<file path="src/rtl/breath_pkg.sv">
package breath_pkg;

  localparam real TWO_PI = 6.283185307179586;

  // Sine by Taylor series after reducing the angle into [-pi, pi].
  function automatic real series_sin(input real ang);
    real x;
    real term;
    real sum;
    x = ang;
    if (x > TWO_PI / 2.0) x = x - TWO_PI;
    term = x;
    sum  = x;
    for (int n = 1; n <= 10; n++) begin
      term = -term * x * x / real'((2 * n) * (2 * n + 1));
      sum  = sum + term;
    end
    return sum;
  endfunction

  // Offset-binary sine point: mid + round(amp * sin(2*pi*k/n)).
  function automatic int sine_point(input int k, input int n,
                                    input int mid, input int amp);
    real v;
    v = real'(mid) + real'(amp) * series_sin(TWO_PI * real'(k) / real'(n));
    return $rtoi(v + 0.5);
  endfunction

endpackage

</file>
<file path="src/rtl/phase_accum.sv">
module phase_accum #(
  parameter int ACC_W = 26
) (
  input  logic             clk,
  input  logic             rst,
  input  logic [ACC_W-1:0] inc_i,
  output logic [ACC_W-1:0] acc_o
);

  logic [ACC_W-1:0] inc_q;
  logic [ACC_W-1:0] acc_q;

  always_ff @(posedge clk) begin
    if (rst) begin
      inc_q <= '0;
      acc_q <= '0;
    end else begin
      inc_q <= inc_i;
      acc_q <= acc_q + inc_q;
    end
  end

  assign acc_o = acc_q;

endmodule

</file>
<file path="src/rtl/sine_rom.sv">
module sine_rom #(
  parameter int ADDR_W = 8,
  parameter int DATA_W = 8
) (
  input  logic              clk,
  input  logic [ADDR_W-1:0] addr_i,
  output logic [DATA_W-1:0] data_o
);

  localparam int DEPTH = 2 ** ADDR_W;
  localparam int MID   = 2 ** (DATA_W - 1);
  localparam int AMP   = MID - 1;

  typedef logic [DEPTH*DATA_W-1:0] table_t;

  function automatic table_t build_table();
    table_t t;
    t = '0;
    for (int k = 0; k < DEPTH; k++) begin
      t[k*DATA_W +: DATA_W] = DATA_W'(breath_pkg::sine_point(k, DEPTH, MID, AMP));
    end
    return t;
  endfunction

  localparam table_t TABLE = build_table();

  logic [DATA_W-1:0] rom [DEPTH];

  for (genvar g = 0; g < DEPTH; g++) begin : g_fill
    assign rom[g] = TABLE[g*DATA_W +: DATA_W];
  end

  always_ff @(posedge clk) begin
    data_o <= rom[addr_i];
  end

endmodule

</file>
<file path="src/rtl/pwm_core.sv">
module pwm_core #(
  parameter int DUTY_W = 8
) (
  input  logic              clk,
  input  logic              rst,
  input  logic [DUTY_W-1:0] duty_i,
  output logic [DUTY_W-1:0] cnt_o,
  output logic [DUTY_W-1:0] duty_o,
  output logic              pwm_o
);

  localparam logic [DUTY_W-1:0] CNT_LAST = '1;

  logic [DUTY_W-1:0] cnt_q;
  logic [DUTY_W-1:0] duty_q;
  logic              pwm_q;

  always_ff @(posedge clk) begin
    if (rst) begin
      cnt_q  <= '0;
      duty_q <= '0;
      pwm_q  <= 1'b0;
    end else begin
      cnt_q <= cnt_q + 1'b1;
      if (cnt_q == CNT_LAST) duty_q <= duty_i;
      pwm_q <= (cnt_q < duty_q);
    end
  end

  assign cnt_o  = cnt_q;
  assign duty_o = duty_q;
  assign pwm_o  = pwm_q;

endmodule

</file>
<file path="src/rtl/led_breath_pwm.sv">
module led_breath_pwm #(
  parameter int ACC_W  = 26,
  parameter int ADDR_W = 8,
  parameter int DUTY_W = 8
) (
  input  logic             clk,
  input  logic             rst,
  input  logic [ACC_W-1:0] inc_i,
  output logic             pwm_o
);

  logic [ACC_W-1:0]  acc_q;
  logic [ADDR_W-1:0] tbl_addr;
  logic [DUTY_W-1:0] sample;
  logic [DUTY_W-1:0] pwm_cnt;
  logic [DUTY_W-1:0] duty_q;

  phase_accum #(.ACC_W(ACC_W)) u_acc (
    .clk   (clk),
    .rst   (rst),
    .inc_i (inc_i),
    .acc_o (acc_q)
  );

  assign tbl_addr = acc_q[ACC_W-1 -: ADDR_W];

  sine_rom #(.ADDR_W(ADDR_W), .DATA_W(DUTY_W)) u_rom (
    .clk    (clk),
    .addr_i (tbl_addr),
    .data_o (sample)
  );

  pwm_core #(.DUTY_W(DUTY_W)) u_pwm (
    .clk    (clk),
    .rst    (rst),
    .duty_i (sample),
    .cnt_o  (pwm_cnt),
    .duty_o (duty_q),
    .pwm_o  (pwm_o)
  );

endmodule

</file>
<file path="config.mk">
export PLATFORM = sky130hd
export DESIGN_NAME = led_breath_pwm
export DESIGN_NICKNAME = d
export VERILOG_FILES = /design/src/rtl/breath_pkg.sv /design/src/rtl/phase_accum.sv /design/src/rtl/sine_rom.sv /design/src/rtl/pwm_core.sv /design/src/rtl/led_breath_pwm.sv
export SDC_FILE = /design/constraint.sdc
export NUM_CORES = 1
export LEC_CHECK = 0
export ABC_CLOCK_PERIOD_IN_PS = 2200
export BUFFER_PORTS_ARGS = -buffer_cell sky130_fd_sc_hd__buf_2
export CELL_PAD_IN_SITES_DETAIL_PLACEMENT = 1
export CELL_PAD_IN_SITES_GLOBAL_PLACEMENT = 1
export CORE_ASPECT_RATIO = 0.6
export CORE_UTILIZATION = 35
export CTS_BUF_LIST = sky130_fd_sc_hd__clkbuf_8
export DETAILED_ROUTE_END_ITERATION = 7
export GPL_TIMING_DRIVEN = 0
export PLACE_DENSITY_LB_ADDON = 0.3
export SLEW_MARGIN = 30
export SYNTH_ARGS = -nofsm -noshare
export SYNTH_HDL_FRONTEND = slang
export SYNTH_SLANG_ARGS = --single-unit
</file>
<file path="constraint.sdc">
create_clock -name clk -period 2.2 [get_ports clk]
set_input_delay 0.22 -clock clk [delete_from_list [all_inputs] [get_ports clk]]
set_output_delay 0.22 -clock clk [all_outputs]
set_load 0.03 [all_outputs]
</file>
# Word-level counts from Yosys, hierarchy flattened
# Memories as Yosys holds them, arrays and structs flattened. A register that Yosys moved wholly into a read port is not among the register bits.
# Cells that the tools add are included.
# W data, S select, Z words.
# totals
ff_bits	69
latch_bits	0
mem_bits_rw	0
romBits	2048
out_inout_bits	1
wordCells	11
memories	1
# mem_list
memory	depth	word_bits	rd	rd_ports_with_merged_regs	write_ports	line	rtl
(no name shown)	256	8	1	1	0	sine_rom.sv:34	data_o <= rom[addr_i];
# op_classes
n_addsub	2
n_mul	0
div_mod_pow	0
magnitude_cmp	1
eq_ne	1
shift	0
muxes	0
bitwise_logic	1
reduce_logical	0
# op_table
cell	count
$add A26 B26 Y26	1
$not A8 Y9	1
$add A8 B1 Y8 const B	1
$eq A8 B8 Y1 const B	1
$lt A8 B8 Y1	1

# Longest topological paths before layout
# depth
depth_word	1
mapped_depth	10

# Hierarchy
# From an unflattened synthesis, not the netlist that was laid out.
# hier_totals
cells_unflattened	755
area_unflattened_um2	6085.8
# by_module_without_submodules
module	n_inst	cells_each	area_per_inst_um2	seq_area_each_um2
phase_accum	1	341	2874.0	1041.0
sine_rom	1	323	2337.2	160.2
pwm_core	1	91	874.6	340.3

# Worst setup path after synthesis
# Ideal clock, no wire load.
# synth_timing
kind	reg-to-reg
start	register u_acc.acc_q[19] (netlist: u_acc.acc_o[19])
end	register u_rom.data_o[3]
setup_time_ps	87
t_arrival_ps	2188
required_ps	2113
slack_ps	-75
stages_incl_launch_ff	10
period_less_slack_ps	2275
path_cell_list	dfxtp_1 -> inv_1 -> ha_1 -> clkbuf_1 -> mux2i_1 -> xnor2_1 -> mux4_2 -> nand2_1 -> o211ai_1 -> o31ai_1
# synth_via
elab_chain_len	1
# synth_lines
element	line	rtl
from (decl)	phase_accum.sv:11	logic [ACC_W-1:0] acc_q;
from (signal assigned)	phase_accum.sv:19	acc_q <= acc_q + inc_q;
$not A8 Y9 (implied by the code)	sine_rom.sv:34	
to (decl)	sine_rom.sv:7	output logic [DATA_W-1:0] data_o
# Every way passes these cells.
# A chain may end at the register's enable or synchronous reset.

# Worst setup path in the final report
# layout_timing
start	register u_acc.acc_q[19] (netlist: u_acc.acc_o[19])
end	register u_rom.data_o[2]
# Same word-level chain as after synthesis.

==> results.tsv <==
metric	value	unit
globalplace.congestion	0.972	
boundaryPins	29	
seqPwrFrac	0.255	
utilization	0.439	
grt_pass1_vias	5884	
core	15600	um^2
async_reset_ff_frac	0	
wl_per_cell	21.7	um
crit_end	u_rom.data_o[2]$_DFF_P_	
dp_cells	963	
final_cells	992	
numCtsBuffers	9	
synth_area_per_cell	7.77	um^2
status	finished, violations left	
path_clk_slew	0.08	ns
synth_cell_types	58	
maxCapViolations	0	
max_freq	0.433	GHz
min_path_cells	2	
p_switching	3.10	mW
portBuffers	28	
share_comb_of_total_power	0.595	
period_needed	2.31	ns
vias	5902	
path_max_fanout	7	
setup_ws	-0.109	ns
postRouteAntennaNets	0	
skew	0.00679	ns
tritoncts	built	
reg2reg_to	u_rom.data_o[2]$_DFF_P_	
r2r_cells	7	
clkLatencyLatePin	0.34	ns
num_rows	35	
hp-class	in2reg	
synth_fp_nets	806	
ir_worst_vdd	0.293	mV
setup_viol_count_final	4	
drt_iter0_markers	489	
syn_to_final_growth	20.4	%
p_int	3.67	mW
critPathLaunchType	flop	
rsz0062_at_grt	true	
firstDrtPassIters	5	
syn_inst	732	
die-area	16800	um^2
drive_gt1_frac	0.227	
diodes	0	
finalWirelength	21500	um
synth_ff_type	dfxtp_1	
p_leak	2.69	nW
tightestPinTransition	0.732	ns
grt_max_degree	13	
die_x	167	um
p_per_area	989	nW/um^2
reg2reg_slack	-0.11	ns
min_period_over_period	1.05	
failed_checks	negative setup slack	
arrival	2.57	ns
yosys.area.top_type_share	0.271	
ys_ff_latch	77	
cts_buffer_depth	2	
end_kind	flop	
fin_nets	859	
synth_top_area_cell	dfxtp_1	
dpl.hpwl	16100	um
finalHoldViolCount	0	
finalPower	6.77	mW
drv_slew	0	
die_y	101	um
gr-total-overflow	0	
start_util	0.365	
drc	0	
ctsHoldBuffers	0	
grt_pass1_wl	32800	um
cts_root_buffer	clkbuf_8	
cp.required	2.46	ns
antenna_found_initial	0	
yosysWarnings	0	
cts-htree-levels	3	
fill_cells	1895	
grt.total_usage	0.255	
crit_type	reg2reg	
cts.sinks	77	
critPathLaunch	u_acc.acc_o[19]$_SDFF_PP0_	
switching_share	0.458	
seq_area_frac_synth	0.271	
slew_headroom	0.512	
avgViaCountPerCell	5.95	
rr_startpoint	u_acc.acc_o[19]$_SDFF_PP0_	
power_frac_clock	0.150	
synthesis.area	5690	um^2
synth_edf_count	0	
yosys-top-cells-area	dfxtp_1 (27%), ha_1 (9.9%), a21oi_1 (5.4%)	
[per-layer routing]
layer,share of wire,track usage,vias to the layer above
met1,0.51,0.385,2880
met3,0.094,0.0683,22
li1,-,-,2740
met2,0.39,0.355,260
met5,0,0,-
met4,0.0085,0.0484,0
[worst max-delay path: stages, from the launching register on]
cell      delay (ns)
dfxtp_4         0.45
clkinv_8        0.09
ha_4            0.33
nand2_4         0.07
o21a_1          0.10
mux4_2          0.50
mux4_2          0.50
a32oi_2         0.19
[cell families (layout without fill, tap and decap cells)]
group           count (synthesis)  count (layout)  share of synthesized area
compound gates                222             222                      0.245
buf+inv                        78             135                     0.0588
xor+xnor                       19              19                     0.0293
fa+ha+maj                      46              46                      0.103
simple gates                  259             259                      0.220
mux                            31              31                     0.0737
flops                          77              77                      0.271
[worst min-delay path by stage]
stage | from | end | slack, ns
floorplan | inc_i[0] | u_acc.inc_q[0]$_SDFF_PP0_ | 0.35
global placement | inc_i[7] | u_acc.inc_q[7]$_SDFF_PP0_ | 0.43
detailed placement | inc_i[17] | u_acc.inc_q[17]$_SDFF_PP0_ | 0.44
CTS | inc_i[16] | u_acc.inc_q[16]$_SDFF_PP0_ | 0.07
global route | inc_i[5] | u_acc.inc_q[5]$_SDFF_PP0_ | 0.07
finish | inc_i[16] | u_acc.inc_q[16]$_SDFF_PP0_ | 0.08
[sequential cells by signal, summed over array words and instances (netlist names)]
name and flops:
u_acc.acc_o 26, u_pwm.duty_o 8, u_acc.inc_q 26, u_pwm.cnt_o 8
u_pwm.pwm_o 1, u_rom.data_o 8
[placed cells by master, fill, tap and decap left out, types with 7 or more instances in the layout]
cell type / n
xor2_1: 9
mux4_2: 8
nand2_1: 58
xnor2_1: 10
a21oi_2: 9
clkbuf_8: 12
nand4_1: 7
a21oi_1: 51
a31oi_1: 13
a21o_1: 19
buf_2: 37
mux2i_1: 14
o21ai_0: 46
ha_2: 9
nand2b_1: 11
dfxtp_1: 72
o211ai_1: 12
ha_1: 30
clkbuf_1: 11
nor2b_1: 39
nand3_1: 18
nor3_1: 16
buf_4: 26
a211oi_1: 11
nor2_1: 72
inv_1: 21
[timing repair]
action                                  in CTS  in global routing
gates cloned                                 0                  1
gates resized for setup                     72                 57
pin swaps                                   11                 13
buffers inserted                            10                 11
endpoints found under the setup margin      20                 18
[synthesized netlist by cell type, drive strengths merged, types with 5 or more instances]
cell type  number
nor2           78
dfxtp          77
nand2          62
a21oi          61
o21ai          56
ha             45
nor2b          41
buf            27
clkbuf         26
inv            25
a21o           19
nand3          18
mux2i          16
nor3           16
a211oi         14
a31oi          13
nand2b         12
o211ai         12
xnor2          10
xor2            9
mux4            8
mux2            7
nand4           7
nor4            7
a311oi          6
nor3b           5
o31ai           5
[final cells by class]
cell class                 instances  area [um^2]  share of cell area
clock inverter                     3         20.0             0.00292
inverter                          25          119              0.0174
clock buffer                      12          165              0.0241
sequential                        77         1550               0.227
timing repair buffer              50          327              0.0477
tap                              203          254              0.0371
buffer                            45          282              0.0411
multi-input combinational        577         4130               0.603
[power groups by stage]
stage	logic (mW)	registers, mW	clock network, mW
5_1_grt	4.28	1.74	1.10
3_3_place_gp	3.37	1.73	0
2_1_floorplan	2.44	1.70	0
6_report	4.03	1.72	1.01
4_1_cts	3.63	1.72	1.04
3_5_place_dp	3.43	1.74	0
[stage by stage]
step	cell area [um^2]	setup WS [ns]	hold slack (ns)	setup TNS, ns
after floorplan	5690	0.0178	0.348	0
after global placement	6080	-0.564	0.425	-5.20
after detailed placement	6080	-0.610	0.437	-5.85
after CTS	6560	-0.0522	0.0657	-0.126
after global routing	6850	-0.188	0.0667	-0.607
final	6850	-0.109	0.0848	-0.236
Note: power is estimated with default switching activity, not from simulation.
